## src/rtl/dmairq_pkg.sv

```systemverilog
// Shared constants and types for the DMA interrupt status controller.
// Assumes byte offsets on a 20-bit register address and 32-bit data.
package dmairq_pkg;
    localparam int DATA_W = 32;
    localparam int ADDR_W = 20;

    localparam logic [ADDR_W-1:0] OFS_MODE = 20'h00034;
    localparam logic [ADDR_W-1:0] OFS_STAT = 20'h80000;
    localparam logic [ADDR_W-1:0] OFS_PEND = 20'h80004;
    localparam logic [ADDR_W-1:0] OFS_ENAB = 20'h80008;

    typedef enum logic [2:0] {
        SEL_NONE,
        SEL_STAT,
        SEL_PEND,
        SEL_ENAB,
        SEL_MODE
    } reg_sel_e;
endpackage

```

## src/rtl/dmairq_decode.sv

```systemverilog
// Address decoder: maps a register byte offset to a register select.
// Assumes an exact offset match; no aliasing of the upper address bits.
module dmairq_decode
    import dmairq_pkg::*;
(
    input  logic [ADDR_W-1:0] addr,
    output reg_sel_e          sel
);
    // Compare the offset against each register location.
    always_comb begin
        unique case (addr)
            OFS_STAT: sel = SEL_STAT;
            OFS_PEND: sel = SEL_PEND;
            OFS_ENAB: sel = SEL_ENAB;
            OFS_MODE: sel = SEL_MODE;
            default:  sel = SEL_NONE;
        endcase
    end
endmodule

```

## src/rtl/dmairq_status_bank.sv

```systemverilog
// Raw status bank: one sticky bit per channel.
// A done pulse sets the bit and a masked clear resets it; set beats clear.
// Assumes done pulses are synchronous to clk.
module dmairq_status_bank #(
    parameter int NUM_CH = 32
) (
    input  logic              clk,
    input  logic              rst_n,
    input  logic [NUM_CH-1:0] set_i,
    input  logic              clr_en,
    input  logic [NUM_CH-1:0] clr_mask,
    output logic [NUM_CH-1:0] status_o
);
    for (genvar i = 0; i < NUM_CH; i++) begin : g_bit
        logic bit_q;
        // Sticky capture with write-one-to-clear; set has priority.
        always_ff @(posedge clk) begin
            if (!rst_n)                      bit_q <= 1'b0;
            else if (set_i[i])               bit_q <= 1'b1;
            else if (clr_en && clr_mask[i])  bit_q <= 1'b0;
        end
        assign status_o[i] = bit_q;
    end
endmodule

```

## src/rtl/dmairq_cfg.sv

```systemverilog
// Configuration registers: the per-channel enable mask and the address-mode bit.
// Assumes write strobes that have already been decoded.
module dmairq_cfg
    import dmairq_pkg::*;
#(
    parameter int NUM_CH = 32
) (
    input  logic              clk,
    input  logic              rst_n,
    input  logic              wr_enab,
    input  logic              wr_mode,
    input  logic [DATA_W-1:0] wdata,
    output logic [NUM_CH-1:0] enable_o,
    output logic              mode_o
);
    // Load the enable mask on its write strobe.
    always_ff @(posedge clk) begin
        if (!rst_n)       enable_o <= '0;
        else if (wr_enab) enable_o <= wdata[NUM_CH-1:0];
    end

    // Load the address-mode bit from bit 0 on its write strobe.
    always_ff @(posedge clk) begin
        if (!rst_n)       mode_o <= 1'b0;
        else if (wr_mode) mode_o <= wdata[0];
    end
endmodule

```

## src/rtl/dmairq_irq_reg.sv

```systemverilog
// Interrupt output stage: registers the OR of the pending bits.
// Assumes one cycle of latency is acceptable to the interrupt sink.
module dmairq_irq_reg (
    input  logic clk,
    input  logic rst_n,
    input  logic any_pending,
    output logic irq_q
);
    // Register the level so the output is glitch-free.
    always_ff @(posedge clk) begin
        if (!rst_n) irq_q <= 1'b0;
        else        irq_q <= any_pending;
    end
endmodule

```

## src/rtl/dma_irq_status_ctrl.sv

```systemverilog
// Top level of the shared DMA interrupt status controller.
// It captures per-channel done pulses, applies the enable mask, exposes the
// raw status, pending and mask registers on a 32-bit register port, and
// drives one registered level interrupt.
// Assumes NUM_CH is between 1 and 32 and reads have no side effects.
module dma_irq_status_ctrl
    import dmairq_pkg::*;
#(
    parameter int NUM_CH = 32
) (
    input  logic              clk,
    input  logic              rst_n,
    input  logic [NUM_CH-1:0] chan_done,
    input  logic              reg_wr_en,
    input  logic [ADDR_W-1:0] reg_addr,
    input  logic [DATA_W-1:0] reg_wdata,
    output logic [DATA_W-1:0] reg_rdata,
    output logic              irq_out,
    output logic              addr_wide
);
    reg_sel_e          sel;
    logic [NUM_CH-1:0] status_q;
    logic [NUM_CH-1:0] enable_q;
    logic [NUM_CH-1:0] pending;

    dmairq_decode u_dec (
        .addr (reg_addr),
        .sel  (sel)
    );

    dmairq_status_bank #(.NUM_CH(NUM_CH)) u_stat (
        .clk      (clk),
        .rst_n    (rst_n),
        .set_i    (chan_done),
        .clr_en   (reg_wr_en && sel == SEL_STAT),
        .clr_mask (reg_wdata[NUM_CH-1:0]),
        .status_o (status_q)
    );

    dmairq_cfg #(.NUM_CH(NUM_CH)) u_cfg (
        .clk      (clk),
        .rst_n    (rst_n),
        .wr_enab  (reg_wr_en && sel == SEL_ENAB),
        .wr_mode  (reg_wr_en && sel == SEL_MODE),
        .wdata    (reg_wdata),
        .enable_o (enable_q),
        .mode_o   (addr_wide)
    );

    assign pending = status_q & enable_q;

    dmairq_irq_reg u_irq (
        .clk         (clk),
        .rst_n       (rst_n),
        .any_pending (|pending),
        .irq_q       (irq_out)
    );

    // Read multiplexer: zero-extend the selected register to the port width.
    always_comb begin
        reg_rdata = '0;
        unique case (sel)
            SEL_STAT: reg_rdata[NUM_CH-1:0] = status_q;
            SEL_PEND: reg_rdata[NUM_CH-1:0] = pending;
            SEL_ENAB: reg_rdata[NUM_CH-1:0] = enable_q;
            SEL_MODE: reg_rdata[0]          = addr_wide;
            default:  reg_rdata             = '0;
        endcase
    end
endmodule

```

## config.mk

```make
export PLATFORM = sky130hd
export DESIGN_NAME = dma_irq_status_ctrl
export DESIGN_NICKNAME = d
export VERILOG_FILES = /design/src/rtl/dmairq_pkg.sv /design/src/rtl/dmairq_decode.sv /design/src/rtl/dmairq_status_bank.sv /design/src/rtl/dmairq_cfg.sv /design/src/rtl/dmairq_irq_reg.sv /design/src/rtl/dma_irq_status_ctrl.sv
export SDC_FILE = /design/constraint.sdc
export NUM_CORES = 1
export LEC_CHECK = 0
export BUFFER_PORTS_ARGS = -buffer_cell sky130_fd_sc_hd__buf_2
export CAP_MARGIN = 10
export CELL_PAD_IN_SITES_DETAIL_PLACEMENT = 1
export CELL_PAD_IN_SITES_GLOBAL_PLACEMENT = 1
export CORE_ASPECT_RATIO = 1.1
export CORE_MARGIN = 2
export CORE_UTILIZATION = 36
export DETAILED_ROUTE_END_ITERATION = 10
export PLACE_DENSITY = 0.8
export SYNTH_ARGS = -nofsm -noshare
export SYNTH_HDL_FRONTEND = slang
export SYNTH_SLANG_ARGS = --single-unit
```

## constraint.sdc

```tcl
create_clock -name clk -period 1.65 [get_ports clk]
set_input_delay 0 -clock clk [delete_from_list [all_inputs] [get_ports clk]]
set_output_delay 0 -clock clk [all_outputs]
set_load 0.05 [all_outputs]
```

; ---- Word-level counts from Yosys, hierarchy flattened
; Index checks and enable logic that the tools add are counted.
[op_classes]
n_addsub = 0
mul = 0
n_div = 0
order_cmp = 0
eq_ne = 8
shifts = 0
muxes = 67
bitwise_logic = 1
reduce_logical = 68
[ops]
columns = op, count
row1 = 31-bit one-hot mux with 3 select lines, 1
row2 = 1-bit 2-to-1 mux, 64
row3 = 2-bit nonzero test, 32
row4 = "20-bit equality test, second input constant", 3
row5 = 1-bit logical AND, 35
row6 = 32-bit AND, 1
row7 = 32-bit OR reduction, 1
row8 = "20-bit by 6-bit equality test with 1-bit output, second input constant", 1
row9 = 3-bit one-hot mux with 4 select lines, 1
row10 = "3-bit by 2-bit equality test with 1-bit output, second input constant", 2
row11 = 1-bit one-hot mux with 4 select lines, 1
row12 = "3-bit by 1-bit equality test with 1-bit output, second input constant", 1
row13 = "3-bit equality test, second input constant", 1
[totals]
ff_bits = 66
latch_bits = 0
ramBits = 0
mem_bits_ro = 0
inputBits = 87
output_inout_bits = 34
wordCells = 179
mem_count = 0

; ---- Depth between registers and ports, before layout
; Gate-level depths: netlist of run 1.
[logic_depth]
word_depth = 7
ltp_mapped = 8
mapped_depth_nobuf = 4

; ---- Cells and area by module
; A second synthesis of run 1 with hierarchy kept.
[unflattened]
hier_cells = 456
hier_area_um2 = 3867.5
[by_module_without_submodules]
columns = mod, instances, cells_each, area_per_inst_um2, seq_area_each_um2
row1 = dmairq_status_bank, 1, 166, 1391.3, 640.6
row2 = dmairq_cfg, 1, 106, 1280.0, 660.6
row3 = dma_irq_status_ctrl, 1, 169, 1079.8, 0.0
row4 = dmairq_decode, 1, 13, 90.1, 0.0
row5 = dmairq_irq_reg, 1, 2, 26.3, 20.0

; ---- Least setup slack after synthesis of run 1
; No wires, ideal clock.
[synth_timing]
path_type = input port to output port
start = input port reg_addr[13]
end = output port reg_rdata[19]
arrival_ns = 1.837
slack_ns = -0.187
cell_stages = 6
path_buffers = 2
cell_sequence = nor4_4 nand2_1 or3_1 buf_2 buf_6 a21oi_1
[synth_between]
elab_chain_cells = 4
word_cells_on_any_way = 9
cone_classes = eq/ne (7) / mux (2)
[synth_lines]
columns = item, line_no
row1 = from (decl), dma_irq_status_ctrl.sv:15  ; input logic [ADDR_W-1:0] reg_addr,
row2 = 20-bit by 6-bit equality test with 1-bit output / 20-bit equality test (equally long branches), dmairq_decode.sv:11  ; unique case (addr)
row3 = 3-bit one-hot mux with 4 select lines (*), dmairq_decode.sv:11
row4 = 3-bit by 2-bit equality test with 1-bit output / 3-bit by 1-bit equality test with 1-bit output (equally long branches), dma_irq_status_ctrl.sv:62  ; unique case (sel)
row5 = 31-bit one-hot mux with 3 select lines (*), dma_irq_status_ctrl.sv:62
row6 = to (decl), dma_irq_status_ctrl.sv:17  ; output logic [DATA_W-1:0] reg_rdata,
; Mark *: on every way between the ends. The rest lies on a longest branch, timed or not.

; ---- Final worst setup path of run 1
[layout_timing]
start = input port reg_addr[13]
end = output port reg_rdata[31]
; The elaborated chain is that of the path after synthesis.

==> results of run 1 <==
[worst paths after layout]
path,end,slack [ns]
worst max-delay path,reg_rdata[31],0.06
worst min-delay path,u_cfg.mode_o$_SDFFE_PN0P_,0.03
worst max register to register,u_irq.irq_q$_SDFF_PN0_,0.38
worst min register to register,u_cfg.mode_o$_SDFFE_PN0P_,0.48
[sequential cells by signal (all words and copies together) (netlist names)]
name	cells
u_cfg.enable_o	32
u_stat.g_bit.bit_q	32
u_cfg.mode_o	1
u_irq.irq_q	1
[metrics by stage]
stage          total power [W]  cell area [sq um]  setup WS (ns)
3_3_place_gp          0.002095               4385        0.05140
3_5_place_dp          0.002112               4385        0.02585
2_1_floorplan         0.001887               3605        -0.1867
6_report              0.003572               5264        0.05583
4_1_cts               0.003570               5214       0.005232
5_1_grt               0.003710               5264       -0.02670
[layout make-up]
class                   count  area share
repair buffers            214      0.2862
clock inverters             3    0.007606
well taps                 120     0.02852
flip-flops and latches     66      0.2510
clock buffers              12     0.02757
multi-input cells         325      0.3749
inverters                  34     0.02425
[power by group through the flow]
stage	clock (W)	sequential [W]	combinational, W
6_report	0.00136	0.00170	0.000511
5_1_grt	0.00144	0.00171	0.000559
4_1_cts	0.00137	0.00170	0.000495
3_5_place_dp	0	0.00174	0.000376
3_3_place_gp	0	0.00173	0.000360
2_1_floorplan	0	0.00172	0.000170
[Yosys cell counts]
master	count
inv_1	34
o31ai_1	32
a31oi_1	32
nor2_1	21
nor4_1	1
or3_1	1
nor4_2	1
and2_1	2
dfxtp_1	66
buf_1	1
buf_2	6
a22oi_1	16
nand3_1	3
and3_1	2
and4_1	1
nor2b_1	18
o22ai_1	1
a21oi_1	49
o21ai_0	49
nand2b_1	14
clkbuf_1	31
nand4b_1	1
a21o_1	1
nand2_1	23
nor4_4	1
mux2i_1	1
buf_4	3
nor3_1	1
buf_6	3
nand4_1	38
nor2_2	1
a32oi_1	15
[kinds of logic after synthesis]
group	share of synthesized area
multiplexers	0.002796
AND/OR/NAND/NOR	0.2006
AO/OA/AOI/OAI	0.3342
buffers and inverters	0.09332
flip-flops	0.3691
[worst reg2reg max path, stage by stage (launching register included)]
cell,delay (ns)
dfxtp_1,0.34
a22oi_1,0.26
nand4_1,0.18
nor4_1,0.32
nor2_1,0.06
[layer usage]
layer / GRT usage / routed length [um] / up-vias
li1: - / - / 2112
met1: 0.3222 / 6279 / 2185
met2: 0.5251 / 7938 / 146
met3: 0.03685 / 619 / 31
met4: 0.1164 / 359 / 0
met5: 0 / 0 / -
[timing repair]
| action | 4_1_cts | 5_1_grt |
|---|---|---|
| resized for setup | 1 | 23 |
| setup endpoints to repair | 1 | 30 |
| hold endpoints to repair | 65 | 0 |
| hold buffers | 64 | 0 |
==> summary.md, run 1 <==
| Metric | Value |
|---|---|
| Status | `completed` |
| Worst-case clock buffer depth | `2` |
| Crit path arrival time | `1.59 ns` |
| # rows | `38` |
| Synth area leaders | `dfxtp_1 (37%), a21oi_1 (6.9%), o21ai_0 (6.9%), o31ai_1 (6.7%), nand4_1 (6.6%)` |
| Psw | `0.0009320 W` |
| Post-route ant nets | `0` |
| Number of DRC markers in iteration 0 | `137` |
| Commonest non-fill, non-tap cell in the layout | `buf_2` |
| Commonest cells after routing, fill and taps aside | `buf_2 (104), dfxtp_1 (66), dlygate4sd3_1 (64)` |
| Fin crit period | `1.594 ns` |
| Post-Syn Nets | `556` |
| Initial Util | `0.3655` |
| Comb power frac | `0.143` |
| Final worst path period share | `0.9662` |
| H-Tree Depth | `3` |
| Finished Core Util | `0.5374` |
| TritonCTS clock tree | `built` |
| Clk_skew | `0.008536 ns` |
| CP Max Fanout | `6` |
| Area occupied by multi-input gates | `1973 sq um` |
| Rel. slew slack | `0.6678` |
| Inst Count DP | `695` |
| Avg WL per Cell | `19.63 um` |
| GPL Wtd Cong | `0.8451` |
| Syn_area_per_cell | `7.633 sq um` |
| Fillcell total | `1218` |
| Top-area cell type share of the netlist area | `0.3691` |
| Area Overhead vs Synth | `47.05%` |
| FF+latch area | `1321 sq um` |
| Port bufs | `120` |
| WHS Path Cells | `4` |
| Clk network pwr share | `0.380` |
| Internal | `0.002640 W` |
| Worst-Margin Slew | `0.4984 ns` |
| Total GRT Usage | `0.2818` |
| Sequential-to-total area share from yosys stat | `0.3691` |
| Pwr Density | `678.5 nW/um^2` |
| Clock latency on the worst-skew pair | `0.35 ns` |
| CTS sink count | `66` |
| Max incr delay on CP | `0.43 ns` |
| Total number of vias | `4474` |
| Final setup violating endpoints | `0` |
| Hold WS | `0.03177 ns` |
| Clk slew on worst S/H paths | `0.06 ns` |
| Non-Filler Instances | `774` |
| Routed wire length | `15200 um` |
| Drc violations | `0` |
| CP Launch Type | `input pin` |
| Count of cell types in the netlist | `32` |
| Slowest stage cell on the critical path | `or3_1` |
| Total number of yosys warnings | `0` |
| Hold Startpoint | `reg_addr[19]` |
| Reg2Reg Depth | `4` |
| Area leader, netlist | `dfxtp_1` |
| DIE AREA | `10760 sq um` |
| Ant diodes | `0` |
| Top-Level Pins | `121` |
| Width of the chip | `99.08 um` |
| Count of final hold-check violations | `0` |
| Crit path kind | `in -> out` |
| Net Sw Frac | `0.2610` |
| Nets | `737` |
| Post-CTS Setup Bufs | `0` |
| Max VDD drop | `0.0003868 V` |
| Core ar. | `9794 sq um` |
| CTS root buf | `clkbuf_8` |
| Number of max-cap violations | `0` |
| Pin count of the biggest net entering global routing | `34` |
| Initial antenna violation count | `0` |
| RSZ-0062 raised after global routing | `true` |
| Setup Total Neg Slack | `0 ns` |
| Worst-path cell chain | `buf_2, nor4_4, nand2_1, or3_1, buf_4, a21oi_1, buf_2` |
| Mapped Cells | `469` |
| Kind of end point of the critical path | `output pin` |
| Critical Path Start | `reg_addr[13]` |
| Max Slew Vio Count | `0` |
| Vias in the first global route | `4776` |
| First-pass GRT wire length | `23880 um` |
| Post-synthesis register bit count | `66` |
| CP Depth | `7` |
| Final global-route overflow total | `0` |
| Worst Path Buf+Inv | `3` |
| Cell family with most CP delay | `simple AND/OR/NAND/NOR gates` |
| Leakage | `2.145 nW` |
| Share of layout cells above drive strength 1 | `0.2752` |
| Post-synthesis instance area | `3580 sq um` |
| Cts bufs inserted | `9` |
| Top cell by count, worst path | `buf_2` |
| Required @ worst endpoint | `1.65 ns` |
| Sequential fraction of design power | `0.477` |
| Hold crit path type | `in -> reg` |
| Die Y | `108.6 um` |
| Post-DP HPWL | `9662 um` |
| RR Startpoint | `u_cfg.enable_o[7]$_SDFFE_PN0P_` |
| Fmax | `627.3 MHz` |
| Vias/cell | `5.780` |
| DRT Pass-1 Iters | `4` |
Note: power is estimated with default switching activity, not from simulation.
==> run 2, diff against run 1 <==
- CAP_MARGIN: 10 -> 20
- CORE_UTILIZATION: 36 -> 37
- PLACE_DENSITY: 0.8 -> 0.78
- SYNTH_HIERARCHICAL: unset -> 1
==> run 2 against run 1 <==
The run now ends with negative setup slack left. Setup slack worse by 0.29 ns. Power up 20%. Worst hold slack better by 0.13 ns. Highest routed layer unchanged. First-iteration DRC count up 20%. Clock power up 48%. Die area up 4.9%. Sequential share of layout area down 6.2 points. Routed wire length up 33%. Register-to-register slack worse by 0.49 ns. Clock skew down 0.0016 ns. Global-route usage up 1.5 points. Critical path depth up 3.
==> summary.md, run 2 <==
| Metric | Value |
|---|---|
| Status | `finished, violations left` |
| Failing checks | `negative setup slack` |
| Sequential-to-total area share from yosys stat | `0.3416 (-0.02746)` |
| Synth area leaders | `dfxtp_1 (34%), mux2_2 (9.3%), mux2i_1 (8.5%), buf_4 (6.2%), nor2b_1 (5.3%)` |
| Post-DP HPWL | `8758 um (-9.4%)` |
| Final worst path period share | `1.140 (+0.1735)` |
| Count of final hold-check violations | `0 (unchanged)` |
| Number of max-cap violations | `0 (unchanged)` |
| Max Slew Vio Count | `0 (unchanged)` |
| Crit path kind | `in -> reg` |
| Number of DRC markers in iteration 0 | `165 (+20%)` |
| Clock latency on the worst-skew pair | `0.34 ns (about the same)` |
| First-pass GRT wire length | `25540 um (+7.0%)` |
| Pwr Density | `611.6 nW/um^2 (-9.9%)` |
| Leading cell type by number of instances after synthesis | `dfxtp_1` |
| Total number of yosys warnings | `6 (+6)` |
| Port bufs | `120 (unchanged)` |
| Power Total | `0.004281 W (+20%)` |
| Reg2Reg Depth | `5 (+1)` |
| Avg WL per Cell | `25.21 um (+28%)` |
| Routed wire length | `20170 um (+33%)` |
| WHS Path Cells | `3 (-1)` |
| Final global-route overflow total | `0 (unchanged)` |
| Required @ worst endpoint | `1.86 ns (+0.21 ns)` |
| Post-route ant nets | `0 (unchanged)` |
| RR Startpoint | `u_stat/g_bit[27].bit_q$_SDFFE_PN0P_` |
| CP Max Fanout | `7 (+1)` |
| Die Y | `111.2 um (+2.4%)` |
| DRT Pass-1 Iters | `6 (+2)` |
| Crit path arrival time | `2.09 ns (+0.50 ns)` |
| Number of synthesized flops with an enable pin | `0 (unchanged)` |
| Leakage | `2.820 nW (+31%)` |
| Share of layout cells above drive strength 1 | `0.4901 (+0.2148)` |
| Nets | `737 (unchanged)` |
| Area post-placement | `4971 sq um (+13%)` |
| Syn_area_per_cell | `8.481 sq um (+11%)` |
| Drc violations | `0 (unchanged)` |
| DIE AREA | `11290 sq um (+4.9%)` |
| CTS sink count | `66 (unchanged)` |
| Clk_skew | `0.006962 ns (-0.001575 ns)` |
| Total GRT Usage | `0.2963 (+0.01458)` |
| Post-synthesis instance area | `3867 sq um (+8.0%)` |
| Fmax | `531.8 MHz (-15%)` |
| Total number of vias | `4471 (-0.067%)` |
| Post-route cell area | `7000 sq um (+33%)` |
| Hold Startpoint | `rst_n` |
| Area leader, netlist | `dfxtp_1` |
| Commonest cells after routing, fill and taps aside | `buf_2 (86), dlygate4sd3_1 (64), dfxtp_1 (64)` |
| Count of cell types in the netlist | `34 (+6.3%)` |
| Commonest cells in the netlist | `dfxtp_1 (66), nand3_1 (36), mux2i_1 (33), nor2b_1 (33), o21ai_0 (33)` |
| H-Tree Depth | `3 (unchanged)` |
| Post-Syn Nets | `543 (-2.3%)` |
| Clk slew on worst S/H paths | `0.06 ns (about the same)` |
| Ys flop type | `dfxtp_1` |
| Critical Path Start | `reg_addr[1]` |
| Setup WS pre-CTS | `-0.3516 ns (-0.3775 ns)` |
| Top-area cell type share of the netlist area | `0.3416 (-0.02746)` |
| Worst-Margin Slew | `0.3519 ns (-0.1464 ns)` |
| Area Overhead vs Synth | `81.01%` |
| # rows | `39 (+2.6%)` |
| Max VDD drop | `0.0004338 V (+12%)` |
| CP Launch Type | `input pin` |
| Top-Level Pins | `121 (unchanged)` |
| Vias/cell | `5.589 (-3.3%)` |
| Share of flip-flops with an asynchronous set or reset | `0 (unchanged)` |
| Kind of end point of the critical path | `register` |
| Pin count of the biggest net entering global routing | `67 (+97%)` |
| Fin crit period | `1.880 ns (+0.2862 ns)` |
| Post-synthesis register bit count | `66 (unchanged)` |
| Mapped Cells | `456 (-2.8%)` |
| Width of the chip | `101.5 um (+2.4%)` |
| CTS root buf | `clkbuf_16` |
| Core ar. | `10300 sq um (+5.1%)` |
| Commonest non-fill, non-tap cell in the layout | `buf_2` |
| TritonCTS clock tree | `built` |
| Worst-case clock buffer depth | `2 (unchanged)` |
| Finished Core Util | `0.6799 (+0.1425)` |
| RSZ-0062 raised after global routing | `true` |
| Vias in the first global route | `4779 (+0.063%)` |
| Cts bufs inserted | `9 (unchanged)` |
| PnR worst setup slack | `-0.2304 ns (-0.2862 ns)` |
| Hold crit path type | `in -> reg` |
| Rel. slew slack | `0.7629 (+0.09515)` |
| Setup Total Neg Slack | `-7.564 ns (-7.564 ns)` |
| GPL Wtd Cong | `0.7381 (-13%)` |
| Final setup violating endpoints | `69 (+69)` |
| Initial Util | `0.3756 (+0.01014)` |
| Initial antenna violation count | `2 (+2)` |
| Largest registers | `u_cfg/enable_o x32, u_stat/g_bit.bit_q x32` |
==> run 2: cell count changes after synthesis, sizes merged, moves of 13 or more <==
cell,change
buf,+38
nand4,-37
nand3,+33
mux2,+32
mux2i,+32
o31ai,-32
clkbuf,-21
nor2,-20
a21oi,-17
o21ai,-16
a32oi,-15
nor2b,+15
nand2b,-13
==> run 2: cells by family (layout without fill, tap and decap cells) <==
family | after synthesis | after routing | share of synthesized area
simple gates | 118 | 118 | 0.1656
mux | 65 | 65 | 0.1786
flops | 66 | 66 | 0.3416
buf+inv | 93 | 292 | 0.1391
other cells | 0 | 2 | 0
compound gates | 113 | 113 | 0.1728
xor+xnor | 1 | 1 | 0.002265
==> run 2: worst max-delay path: stages <==
cell,delay (ns)
buf_2,0.10
nor4_2,0.26
nand4_1,0.16
buf_6,0.17
nor4_4,0.19
buf_4,0.22
and4b_4,0.39
buf_12,0.19
mux2i_1,0.30
nor2b_1,0.11
==> run 2: layer usage <==
metal | vias up | track usage | wire (um)
met5 | - | 0 | 0
met4 | 0 | 0.08649 | 646
met3 | 56 | 0.04855 | 889
met2 | 183 | 0.5523 | 10700
met1 | 2249 | 0.3384 | 7933
li1 | 1983 | - | -
==> run 2: final timing paths <==
check / end / slack, ns
max: u_cfg/enable_o[9]$_SDFFE_PN0P_ / -0.23
min: u_cfg/enable_o[26]$_SDFFE_PN0P_ / 0.16
max reg2reg: u_irq/irq_q$_SDFF_PN0_ / -0.11
min reg2reg: u_cfg/enable_o[30]$_SDFFE_PN0P_ / 0.59
==> run 2: power by group <==
part	switching, W	total [W]	internal, W
Sequential	0.0000797	0.00173	0.00165
Clock	0.000752	0.00201	0.00125
Combinational	0.000242	0.000545	0.000303
==> run 2: through the flow <==
| step | hold slack, ns | instances |
|---|---|---|
| after floorplan | 0.1073 | 456 |
| after global placement | 0.2118 | 688 |
| after detailed placement | 0.2191 | 688 |
| after CTS | 0.1574 | 787 |
| after global routing | 0.1919 | 800 |
| final | 0.1584 | 800 |
==> run 2: cell type report <==
class	count	area (sq um)
clock inverters	2	35.03
diodes	2	5.005
inverters	32	120.1
multi-input cells	297	2830
well taps	143	178.9
flip-flops and latches	66	1324
repair buffers	244	2243
clock buffers	14	264.0
fillers	1062	3296
==> run 2: timing repair <==
item / in CTS / in global routing
hold buffers: 64 / 0
endpoints found under the hold margin: 63 / 0
setup endpoints to repair: 33 / 69
gates resized for setup: 127 / 58
buffers inserted: 15 / 7
cloned: 4 / 4
pin swaps: 16 / 25
==> run 3, diff against run 2 <==
- CORE_UTILIZATION: 37 -> 39
- CTS_BUF_LIST: unset -> sky130_fd_sc_hd__clkbuf_4
- CTS_CLUSTER_DIAMETER: unset -> 200
- PLACE_DENSITY: 0.78 -> 0.82
==> run 3 against run 2 <==
The run still ends with negative setup slack left. Utilization is 1.4 points higher. Worst hold slack lost 0.14 ns. Combinational power is 7.3% higher. Die area is 4.9% lower. Routed wire length increased by 5.0%. First-iteration DRC count rose by 37%. Cell count decreased by 3.6%. Critical path type is now in -> out. Largest power group is now registers. Highest routed layer is now met5.
==> summary.md, run 3 (synthesis results as in run 2) <==
| Metric | Value |
|---|---|
| Share of layout cells above drive strength 1 | `0.5031 (+0.01300)` |
| H-Tree Depth | `3 (unchanged)` |
| PnR worst setup slack | `-0.2268 ns (+0.003585 ns)` |
| Kind of end point of the critical path | `output pin` |
| Required @ worst endpoint | `1.65 ns (-0.21 ns)` |
| Leakage | `2.802 nW (-0.64%)` |
| DIE AREA | `10730 sq um (-4.9%)` |
| Number of max-cap violations | `0 (unchanged)` |
| Worst-path cell chain | `buf_6, nor4_2, nand4_1, buf_6, buf_4, nor4_4, buf_6, buf_6, nand2_2, a21oi_4, buf_6` |
| Max Slew Vio Count | `0 (unchanged)` |
| Clock latency on the worst-skew pair | `0.47 ns (+0.13 ns)` |
| Area post-placement | `4875 sq um (-1.9%)` |
| Hold WS | `0.01841 ns (-0.1400 ns)` |
| Rel. slew slack | `0.6780 (-0.08486)` |
| Crit path arrival time | `1.88 ns (-0.21 ns)` |
| Worst-case clock buffer depth | `2 (unchanged)` |
| Failing checks | `negative setup slack` |
| Clk slew on worst S/H paths | `0.14 ns (+0.08 ns)` |
| Top cell by count, worst path | `buf_6` |
| Top-Level Pins | `121 (unchanged)` |
| Post-route ant nets | `0 (unchanged)` |
| Total number of vias | `4545 (+1.7%)` |
| Final worst path period share | `1.137 (-0.002173)` |
| TritonCTS clock tree | `built` |
| Max VDD drop | `0.0003481 V (-20%)` |
| Vias/cell | `5.895 (+5.5%)` |
| CP Max Fanout | `8 (+1)` |
| Status | `finished, violations left` |
| Cell family with most CP delay | `buffers and inverters` |
| Commonest non-fill, non-tap cell in the layout | `buf_2` |
| Die Y | `108.4 um (-2.5%)` |
| GPL Wtd Cong | `0.7937 (+7.5%)` |
| First-pass GRT wire length | `26230 um (+2.7%)` |
| Post-route cell area | `6759 sq um (-3.4%)` |
| Initial Util | `0.3968 (+0.02117)` |
| Pin count of the biggest net entering global routing | `41 (-39%)` |
| Avg WL per Cell | `27.47 um (+9.0%)` |
| DRT Pass-1 Iters | `4 (-2)` |
| Core ar. | `9747 sq um (-5.3%)` |
| Nets | `732 (-0.68%)` |
| CTS root buf | `clkbuf_4` |
| Clk_skew | `0.02454 ns (+0.01758 ns)` |
| Slowest stage cell on the critical path | `nor4_2` |
| Hold crit path type | `in -> reg` |
| Total GRT Usage | `0.3177 (+0.02133)` |
| CP Launch Type | `input pin` |
| Commonest cells after routing, fill and taps aside | `buf_2 (82), dlygate4sd3_1 (64), dfxtp_1 (59)` |
| Final setup violating endpoints | `79 (+14%)` |
| RSZ-0062 raised after global routing | `true` |
| Pwr Density | `491.4 nW/um^2 (-20%)` |
| Routed wire length | `21180 um (+5.0%)` |
| Cts bufs inserted | `9 (unchanged)` |
| Worst Path Buf+Inv | `6 (+2)` |
| Final global-route overflow total | `0 (unchanged)` |
| Largest registers | `u_cfg/enable_o x32, u_stat/g_bit.bit_q x32` |
| Width of the chip | `98.95 um (-2.5%)` |
| Setup Total Neg Slack | `-7.822 ns (-0.2585 ns)` |
| CTS sink count | `66 (unchanged)` |
| Fmax | `532.8 MHz (+0.19%)` |
| Max incr delay on CP | `0.26 ns (-0.13 ns)` |
| Worst-Margin Slew | `0.4829 ns (+0.1310 ns)` |
| Fin crit period | `1.877 ns (-0.003585 ns)` |
| # rows | `38 (-2.6%)` |
| Vias in the first global route | `4815 (+0.75%)` |
| Crit path kind | `in -> out` |
| Initial antenna violation count | `2 (unchanged)` |
| Drc violations | `0 (unchanged)` |
| Count of final hold-check violations | `0 (unchanged)` |
| Area Overhead vs Synth | `74.77%` |
| Fillcell total | `1031 (-2.9%)` |
| Post-DP HPWL | `8757 um (about the same)` |
| Port bufs | `120 (unchanged)` |
| Number of DRC markers in iteration 0 | `226 (+37%)` |
==> run 3: report_power, final <==
part / total, W / internal, W / leakage, nW / switching (W)
Combinational: 0.000585 / 0.000322 / 2.19 / 0.000264
Clock: 0.00101 / 0.000325 / 0.0631 / 0.000685
Sequential: 0.00173 / 0.00165 / 0.545 / 0.0000766
==> run 3: per-layer routing <==
layer | wire length [um] | track usage
met3 | 1042 | 0.05624
met5 | 39 | 0
met2 | 11250 | 0.6047
met1 | 7759 | 0.3397
met4 | 1086 | 0.1419
==> run 3: final timing paths <==
check | start | to | slack [ns] | cells past startpoint
worst max-delay path | reg_addr[11] | reg_rdata[18] | -0.23 | 11
worst min register to register | u_cfg/enable_o[31]$_SDFFE_PN0P_ | u_cfg/enable_o[31]$_SDFFE_PN0P_ | 0.58 | 2
worst max register to register | u_stat/g_bit[11].bit_q$_SDFFE_PN0P_ | u_irq/irq_q$_SDFF_PN0_ | -0.17 | 5
worst min-delay path | rst_n | u_cfg/enable_o[27]$_SDFFE_PN0P_ | 0.02 | 2
==> run 3: worst reg2reg max path: stages (launching register included) <==
cell and delay (ns):
dfxtp_4 0.39, a22o_1 0.20, a221oi_2 0.24, nand3_1 0.12
or4_1 0.56, and2_1 0.19
==> run 3: area by class of cell <==
cell class,instances,area (sq um),area share
flip-flops and latches,66,1333,0.1971
inverters,32,120.1,0.01777
clock inverters,5,21.27,0.003147
diodes,1,2.502,0.0003702
well taps,120,150.1,0.02221
clock buffers,11,82.58,0.01222
repair buffers,239,2211,0.3271
multi-input cells,297,2839,0.4200
==> run 3: per-stage QoR <==
stage	power (W)	worst slack, ns	util	std cells
after global routing	0.003414	-0.2846	0.6935	771
final	0.003322	-0.2268	0.6935	771
after CTS	0.003154	-0.05629	0.6603	762
after global placement	0.002036	-0.2579	0.5001	666
after detailed placement	0.002065	-0.3277	0.5001	666
after floorplan	0.001935	-0.08114	-	456
==> run 3: timing repair <==
action | in CTS | in global routing
hold buffers | 64 | 0
hold endpoints to repair | 65 | 0
buffers inserted | 12 | 5
pin swaps | 33 | 20
endpoints found under the setup margin | 33 | 81
cloned | 5 | 4
resized for setup | 169 | 50
